--- src/rtl/cic_pkg.sv ---
// Shared constants and width arithmetic for the decimator.
// Assumes ratios handed to grown_width are at least 2.
package cic_pkg;
    // number of parallel data channels (I and Q)
    localparam int NUM_CH = 2;

    // register width that holds an order-M CIC with ratio up to max_r without overflow
    function automatic int grown_width(int in_w, int order, int max_r);
        return in_w + order * $clog2(max_r);
    endfunction
endpackage

--- src/rtl/cic_stage.sv ---
// One decimating integrator-comb stage.
// Integrators run on every accepted input; the combs run once per
// 'ratio' inputs. Arithmetic wraps modulo 2^ACC_W, which is exact while the
// true gain fits ACC_W. Assumes ratio stays within 1..MAX_R and only changes
// together with clr.
module cic_stage #(
    parameter  int IN_W  = 16,
    parameter  int ORDER = 2,
    parameter  int MAX_R = 8,
    localparam int ACC_W = cic_pkg::grown_width(IN_W, ORDER, MAX_R),
    parameter  int OUT_W = ACC_W,
    localparam int CNT_W = $clog2(MAX_R + 1)
) (
    input  logic                    clk,
    input  logic                    rst_n,
    input  logic                    clr,
    input  logic                    in_vld,
    input  logic signed [IN_W-1:0]  in_data,
    input  logic [CNT_W-1:0]        ratio,
    output logic                    out_vld,
    output logic signed [OUT_W-1:0] out_data
);
    logic signed [ACC_W-1:0] ext_in;
    logic signed [ACC_W-1:0] integ [ORDER];
    logic signed [ACC_W-1:0] dly   [ORDER];
    logic signed [ACC_W-1:0] diff  [ORDER+1];
    logic [CNT_W-1:0]        cnt;
    logic                    dump;

    assign ext_in = ACC_W'(in_data);
    assign dump   = in_vld && (cnt == ratio - CNT_W'(1));

    // integrator cascade, one delay per section
    always_ff @(posedge clk) begin
        if (!rst_n || clr) begin
            for (int k = 0; k < ORDER; k++) integ[k] <= '0;
        end else if (in_vld) begin
            integ[0] <= integ[0] + ext_in;
            for (int k = 1; k < ORDER; k++) integ[k] <= integ[k] + integ[k-1];
        end
    end

    // comb differences at the low rate, from the last integrator
    always_comb begin
        diff[0] = integ[ORDER-1];
        for (int k = 0; k < ORDER; k++) diff[k+1] = diff[k] - dly[k];
    end

    // decimation counter, comb delays and the registered output
    always_ff @(posedge clk) begin
        if (!rst_n || clr) begin
            cnt      <= '0;
            out_vld  <= 1'b0;
            out_data <= '0;
            for (int k = 0; k < ORDER; k++) dly[k] <= '0;
        end else begin
            out_vld <= dump;
            if (in_vld) cnt <= dump ? '0 : cnt + CNT_W'(1);
            if (dump) begin
                for (int k = 0; k < ORDER; k++) dly[k] <= diff[k];
                out_data <= diff[ORDER][ACC_W-1 -: OUT_W];
            end
        end
    end
endmodule

--- src/rtl/cic_chain.sv ---
// Three cascaded CIC stages for one data channel: fixed R_FIRST, programmable
// middle ratio, fixed R_LAST. Full precision is kept between stages and the
// final word is the top OUT_W bits. Assumes mid_ratio changes only with mid_clr.
module cic_chain #(
    parameter  int IN_W    = 16,
    parameter  int ORDER   = 2,
    parameter  int R_FIRST = 8,
    parameter  int R_LAST  = 8,
    parameter  int MID_MAX = 40,
    parameter  int OUT_W   = 24,
    localparam int MID_CW  = $clog2(MID_MAX + 1)
) (
    input  logic                    clk,
    input  logic                    rst_n,
    input  logic                    mid_clr,
    input  logic [MID_CW-1:0]       mid_ratio,
    input  logic signed [IN_W-1:0]  in_data,
    output logic                    out_vld,
    output logic signed [OUT_W-1:0] out_word
);
    localparam int W1    = cic_pkg::grown_width(IN_W, ORDER, R_FIRST);
    localparam int W2    = cic_pkg::grown_width(W1, ORDER, MID_MAX);
    localparam int CW1   = $clog2(R_FIRST + 1);
    localparam int CW3   = $clog2(R_LAST + 1);

    logic                 v1, v2;
    logic signed [W1-1:0] d1;
    logic signed [W2-1:0] d2;

    cic_stage #(.IN_W(IN_W), .ORDER(ORDER), .MAX_R(R_FIRST)) u_first (
        .clk(clk), .rst_n(rst_n), .clr(1'b0), .in_vld(1'b1), .in_data(in_data),
        .ratio(CW1'(R_FIRST)), .out_vld(v1), .out_data(d1)
    );

    cic_stage #(.IN_W(W1), .ORDER(ORDER), .MAX_R(MID_MAX)) u_mid (
        .clk(clk), .rst_n(rst_n), .clr(mid_clr), .in_vld(v1), .in_data(d1),
        .ratio(mid_ratio), .out_vld(v2), .out_data(d2)
    );

    cic_stage #(.IN_W(W2), .ORDER(ORDER), .MAX_R(R_LAST), .OUT_W(OUT_W)) u_last (
        .clk(clk), .rst_n(rst_n), .clr(mid_clr), .in_vld(v2), .in_data(d2),
        .ratio(CW3'(R_LAST)), .out_vld(out_vld), .out_data(out_word)
    );
endmodule

--- src/rtl/decim_rate_ctrl.sv ---
// Rate sequencer: clamps the requested ratio, applies it only at a final-stage
// sample boundary, issues a one-cycle clear for the downstream stages and
// suppresses the next FLUSH boundaries. Assumes boundaries are never adjacent.
module decim_rate_ctrl #(
    parameter  int N_MIN  = 2,
    parameter  int N_MAX  = 40,
    parameter  int RATE_W = 6,
    parameter  int FLUSH  = 3,
    localparam int N_W    = $clog2(N_MAX + 1),
    localparam int FL_W   = $clog2(FLUSH + 1)
) (
    input  logic              clk,
    input  logic              rst_n,
    input  logic [RATE_W-1:0] rate_req,
    input  logic              boundary,
    output logic [N_W-1:0]    active_n,
    output logic              stage_clr,
    output logic              emit
);
    logic [N_W-1:0]  want_n;
    logic [FL_W-1:0] flush_left;

    // clamp the request into the supported range
    always_comb begin
        if (rate_req < RATE_W'(N_MIN))      want_n = N_W'(N_MIN);
        else if (rate_req > RATE_W'(N_MAX)) want_n = N_W'(N_MAX);
        else                                want_n = N_W'(rate_req);
    end

    // apply a new rate at a boundary and count down the flush window
    always_ff @(posedge clk) begin
        if (!rst_n) begin
            active_n   <= N_W'(N_MIN);
            stage_clr  <= 1'b0;
            flush_left <= FL_W'(FLUSH);
        end else begin
            stage_clr <= 1'b0;
            if (boundary) begin
                if (want_n != active_n) begin
                    active_n   <= want_n;
                    stage_clr  <= 1'b1;
                    flush_left <= FL_W'(FLUSH);
                end else if (flush_left != '0) begin
                    flush_left <= flush_left - FL_W'(1);
                end
            end
        end
    end

    assign emit = boundary && (flush_left == '0);
endmodule

--- src/rtl/cic3_decim.sv ---
// Top level: I and Q chains sharing one rate sequencer, with registered
// 24-bit outputs and a one-clock strobe. Assumes one input pair per clock.
module cic3_decim #(
    parameter  int IN_W    = 16,
    parameter  int ORDER   = 2,
    parameter  int R_FIRST = 8,
    parameter  int R_LAST  = 8,
    parameter  int N_MIN   = 2,
    parameter  int N_MAX   = 40,
    parameter  int RATE_W  = 6,
    parameter  int OUT_W   = 24,
    localparam int N_W     = $clog2(N_MAX + 1)
) (
    input  logic                    clk,
    input  logic                    rst_n,
    input  logic signed [IN_W-1:0]  in_i,
    input  logic signed [IN_W-1:0]  in_q,
    input  logic [RATE_W-1:0]       rate_n,
    output logic                    out_vld,
    output logic signed [OUT_W-1:0] out_i,
    output logic signed [OUT_W-1:0] out_q
);
    localparam int NCH = cic_pkg::NUM_CH;

    logic signed [IN_W-1:0]  ch_in   [NCH];
    logic signed [OUT_W-1:0] ch_word [NCH];
    logic [NCH-1:0]          ch_vld;
    logic                    boundary;
    logic                    stage_clr;
    logic                    emit;
    logic [N_W-1:0]          active_n;

    assign ch_in[0] = in_i;
    assign ch_in[1] = in_q;
    assign boundary = &ch_vld;

    decim_rate_ctrl #(
        .N_MIN(N_MIN), .N_MAX(N_MAX), .RATE_W(RATE_W), .FLUSH(ORDER + 1)
    ) u_ctrl (
        .clk(clk), .rst_n(rst_n), .rate_req(rate_n), .boundary(boundary),
        .active_n(active_n), .stage_clr(stage_clr), .emit(emit)
    );

    for (genvar ch = 0; ch < NCH; ch++) begin : g_ch
        cic_chain #(
            .IN_W(IN_W), .ORDER(ORDER), .R_FIRST(R_FIRST), .R_LAST(R_LAST),
            .MID_MAX(N_MAX), .OUT_W(OUT_W)
        ) u_chain (
            .clk(clk), .rst_n(rst_n), .mid_clr(stage_clr), .mid_ratio(active_n),
            .in_data(ch_in[ch]), .out_vld(ch_vld[ch]), .out_word(ch_word[ch])
        );
    end

    // register the visible output pair and its strobe
    always_ff @(posedge clk) begin
        if (!rst_n) begin
            out_vld <= 1'b0;
            out_i   <= '0;
            out_q   <= '0;
        end else begin
            out_vld <= emit;
            if (emit) begin
                out_i <= ch_word[0];
                out_q <= ch_word[1];
            end
        end
    end
endmodule

--- config.mk ---
export PLATFORM = sky130hd
export DESIGN_NAME = cic3_decim
export DESIGN_NICKNAME = d
export VERILOG_FILES = /design/src/rtl/cic_pkg.sv /design/src/rtl/cic_stage.sv /design/src/rtl/cic_chain.sv /design/src/rtl/decim_rate_ctrl.sv /design/src/rtl/cic3_decim.sv
export SDC_FILE = /design/constraint.sdc
export NUM_CORES = 2
export LEC_CHECK = 0
export ABC_AREA = 1
export BUFFER_PORTS_ARGS = -buffer_cell sky130_fd_sc_hd__buf_4
export CAP_MARGIN = 0
export CORE_MARGIN = 2
export CORE_UTILIZATION = 65
export DETAILED_ROUTE_END_ITERATION = 7
export PLACE_DENSITY = 0.83
export RECOVER_POWER = 25
export SLEW_MARGIN = 20
export SYNTH_ARGS = -nofsm -noshare
export SYNTH_HDL_FRONTEND = slang
export SYNTH_SLANG_ARGS = --single-unit
export TNS_END_PERCENT = 100
--- constraint.sdc ---
create_clock -name clk -period 4.67 [get_ports clk]
set_clock_uncertainty 0.1 [all_clocks]
set_input_delay 0.467 -clock clk [delete_from_list [all_inputs] [get_ports clk]]
set_output_delay 0.467 -clock clk [all_outputs]
set_load 0.05 [all_outputs]
==> impl_metrics.py <==
metrics = {
    "floorplan": {
        "coreArea_mm2": 0.1232,
        "fp.dieArea_mm2": 0.1265,
        "io_pins": 89,
        "rows": 129,
        "die_h_um": 355.7,
        "die_w_um": 355.7,
        "initial_core_util_pct": 65.28,
    },
    "logic_synthesis": {
        "synth_cells": 11390,
        "async_reset_ff_share_pct": 0,
        "synth_flop_cell": "edfxtp_1",
        "synth_edf_count": 680,
        "ys_top_cells_by_area": "edfxtp_1 25%, ha_1 12%, nand2_1 11%",
        "syn_avg_cell_area_um2": 7.060,
        "ys_ff_latch": 1020,
        "post-synth-top-area-cell": "edfxtp_1",
        "synth_top_area_share_pct": 25.40,
        "synthesis.nets": 12200,
        "yosysUniqueCellTypes": 62,
        "ys_seq_area_share_pct": 33.86,
        "yosys_warnings": 0,
        "syn-cell-area_mm2": 0.08040,
    },
    "cts": {
        "cts_buffers": 113,
        "clock_sinks": 1020,
        "clock_latency_ns": 0.75,
        "clk_pin_slew_ns": 0.07,
        "clk_path_buf_depth": 3,
        "h-tree-depth": 3,
        "tritoncts": "yes",
        "root_buffer": "clkbuf_16",
    },
    "detailed_routing": {
        "wl_per_cell_um": 19.49,
        "drc": 3,
        "routed-via-count": 79870,
        "ant_nets": 0,
        "drt-initial-drc-count": 8882,
        "totalWireLength_mm": 258.7,
        "dr.pass1.iters": 8,
        "viasPerCell": 6.017,
    },
    "sta": {
        "fin_crit_sh_pct": 96.10,
        "period_needed_ns": 4.488,
        "slew_viol_final": 383,
        "fin_setup_tns_ns": 0,
        "max_freq_ghz": 0.2228,
        "worst_pin_slew_ns": 3.396,
        "finalSetupViolCount": 0,
        "max_slew_margin_pct": -126.4,
        "hold_violations": 0,
    },
    "global_route": {
        "grt_pass1_wl_mm": 403.9,
        "antenna_found_initial": 3,
        "grt_max_degree": 87,
        "grt_pass1_vias": 76940,
        "gr-total-overflow": 0,
        "grtUsageTotal_pct": 39.83,
    },
    "setup_path": {
        "cp.required_ns": 5.20,
        "end_kind": "flop",
        "critPathLaunchType": "flop",
        "crit_arrival_ns": 5.02,
        "reg2reg_depth": 27,
        "reg2reg_to": "g_ch[1].u_chain.u_last.out_data[23]$_SDFFE_PP0P_",
        "reg2reg_slack_ns": 0.18,
        "path_class": "flop to flop",
        "slowest_delay_ns": 0.40,
        "cp_common_cell": "nand2_1",
        "cp_max_fo": 6,
        "cp_slowest_cell": "fa_1",
        "reg2reg_from": "g_ch[1].u_chain.u_last.integ[0][40]$_SDFFCE_PN0P_",
    },
    "min_path": {
        "worstHoldPathCells": 3,
        "hold_path.class": "input pin to flop",
        "worstHoldEndpoint": "g_ch[1].u_chain.u_first.integ[0][12]$_SDFF_PN0_",
        "hp-start": "in_q[12]",
    },
    "power_and_ir_drop": {
        "p_leak_nw": 40.11,
        "ir_drop_mv": 0.6497,
        "powerDensity_mw_per_mm2": 391.7,
    },
    "placement": {
        "detailed_place_hpwl_mm": 203.5,
        "place_area_mm2": 0.08315,
        "io_buffer_count": 88,
        "gp_congestion": 1.072,
    },
    "run_status": {
        "failed_checks": "design-rule violations, max-capacitance violations, max-slew violations",
        "status": "complete, but fails checks",
    },
    "final_layout": {
        "nets": 12350,
        "drive_gt1_share_pct": 3.206,
        "design_area_mm2": 0.08718,
        "diodes": 0,
        "syn2layout_area_growth_pct": 8.430,
        "fin_util_pct": 70.79,
    },
    "job": {
        "cap_violations": 8,
    },
}
[timing repair]
action	in CTS	in global routing
buffers inserted	0	2
gates resized for setup	0	35
endpoints found under the hold margin	7	0
setup endpoints to repair	0	39
hold buffers	7	0
[cells in the final DEF (no fill, tap or decap), drive strengths merged, types with 4 or more instances in the layout]
master and n:
and3 13, nor3b 9, o21ai 894, inv 1823, xor2 164, xnor2 84
nand2 2320, o21bai 117, edfxtp 680, fa 22, ha 750, dfxtp 340
clkinv 33, a31oi 103, nand3b 18, nor4 54, o211ai 35, o31ai 4
o22ai 4, and2 21, a21oi 1247, a211oi 14, nor2 1597, bufinv 11
o21a 63, a21o 113, dlygate4sd3 7, o211a 4, a21boi 37, clkbuf 221
o221ai 10, nand4 100, nand3 438, or2 17, a221oi 4, buf 97
nor3 148
[synthesized netlist by cell type (63+ instances only)]
| cell | number |
|---|---|
| nand3_1 | 437 |
| o21bai_1 | 116 |
| nor2_1 | 1595 |
| o21a_1 | 63 |
| edfxtp_1 | 680 |
| a21oi_1 | 1245 |
| a31oi_1 | 103 |
| o21ai_0 | 846 |
| nand2_1 | 2317 |
| nor3_1 | 146 |
| xnor2_1 | 83 |
| inv_1 | 1805 |
| a21o_1 | 113 |
| ha_1 | 750 |
| dfxtp_1 | 340 |
| xor2_1 | 163 |
| nand4_1 | 100 |
| clkbuf_1 | 88 |
[where the power goes]
part	switching, mW	internal (mW)	total [mW]	leakage (nW)
Sequential	0.567	10.2	10.7	9.65
Clock	4.04	5.82	9.86	2.02
Combinational	9.02	4.53	13.6	28.4
[state kept, by name, indices dropped and copies added, names as in the netlist, 48 cells and up]
register	flops
g_ch.u_chain.u_first.dly	88
g_ch.u_chain.u_first.integ	88
g_ch.u_chain.u_last.dly	160
g_ch.u_chain.u_last.integ	160
g_ch.u_chain.u_last.out_data	48
g_ch.u_chain.u_mid.dly	136
g_ch.u_chain.u_mid.integ	136
g_ch.u_chain.u_mid.out_data	68
[worst max path at each step]
stage	startpoint	to	slack (ns)
2_1_floorplan	g_ch[0].u_chain.u_last.integ[0][40]$_SDFFCE_PN0P_	g_ch[0].u_chain.u_last.out_data[14]$_SDFFE_PP0P_	1.00
3_3_place_gp	g_ch[0].u_chain.u_last.integ[0][40]$_SDFFCE_PN0P_	g_ch[0].u_chain.u_last.out_data[23]$_SDFFE_PP0P_	0.15
3_5_place_dp	g_ch[0].u_chain.u_last.integ[0][40]$_SDFFCE_PN0P_	g_ch[0].u_chain.u_last.out_data[12]$_SDFFE_PP0P_	0.17
4_1_cts	g_ch[0].u_chain.u_last.integ[0][40]$_SDFFCE_PN0P_	g_ch[0].u_chain.u_last.out_data[12]$_SDFFE_PP0P_	0.08
5_1_grt	g_ch[1].u_chain.u_last.integ[0][40]$_SDFFCE_PN0P_	g_ch[1].u_chain.u_last.out_data[23]$_SDFFE_PP0P_	-0.009
6_report	g_ch[1].u_chain.u_last.integ[0][40]$_SDFFCE_PN0P_	g_ch[1].u_chain.u_last.out_data[23]$_SDFFE_PP0P_	0.18
[metrics by stage]
step	instances	hold slack (ns)	power, mW	worst slack [ns]
after floorplan	11390	0.3175	20.32	1.004
after global routing	13270	0.05137	35.94	-0.009170
final	13270	0.03735	34.15	0.1820
after CTS	13270	0.008536	33.70	0.08217
after detailed placement	13050	0.3398	23.84	0.1718
after global placement	13050	0.3257	23.51	0.1452
[routing by layer]
metal / routed length (um) / global-route usage [%] / vias up
met3: 23150 / 6.013 / 909
met5: 13 / 0 / -
met4: 16000 / 21.76 / 2
met2: 117900 / 66.18 / 4093
li1: - / - / 38300
met1: 101700 / 49.81 / 36560
[kinds of logic after synthesis]
group | share of synthesized area (%)
buffers and inverters | 9.190
xor gates and xnor gates | 2.720
DFF | 33.86
and+or+nand+nor | 23.84
adders and majority gates | 12.22
AOI/OAI and AO/OA | 18.16
[worst max-delay path, delay by kind of cell, from the launching register on]
| family | cells | cell delay [ns] |
|---|---|---|
| simple gates | 14 | 1.49 |
| compound gates | 5 | 0.99 |
| fa+ha+maj | 3 | 0.90 |
| buf+inv | 5 | 0.54 |
| flops | 1 | 0.35 |
[layout make-up]
cell class,count,area (um^2)
repair buffers,164,1050
well taps,1637,2048
flip-flops and latches,1020,27230
fillers,10130,35980
clock inverters,52,593.1
inverters,1818,6824
clock buffers,161,3491
multi-input cells,8421,45940
(Power assumes the default switching activity.)
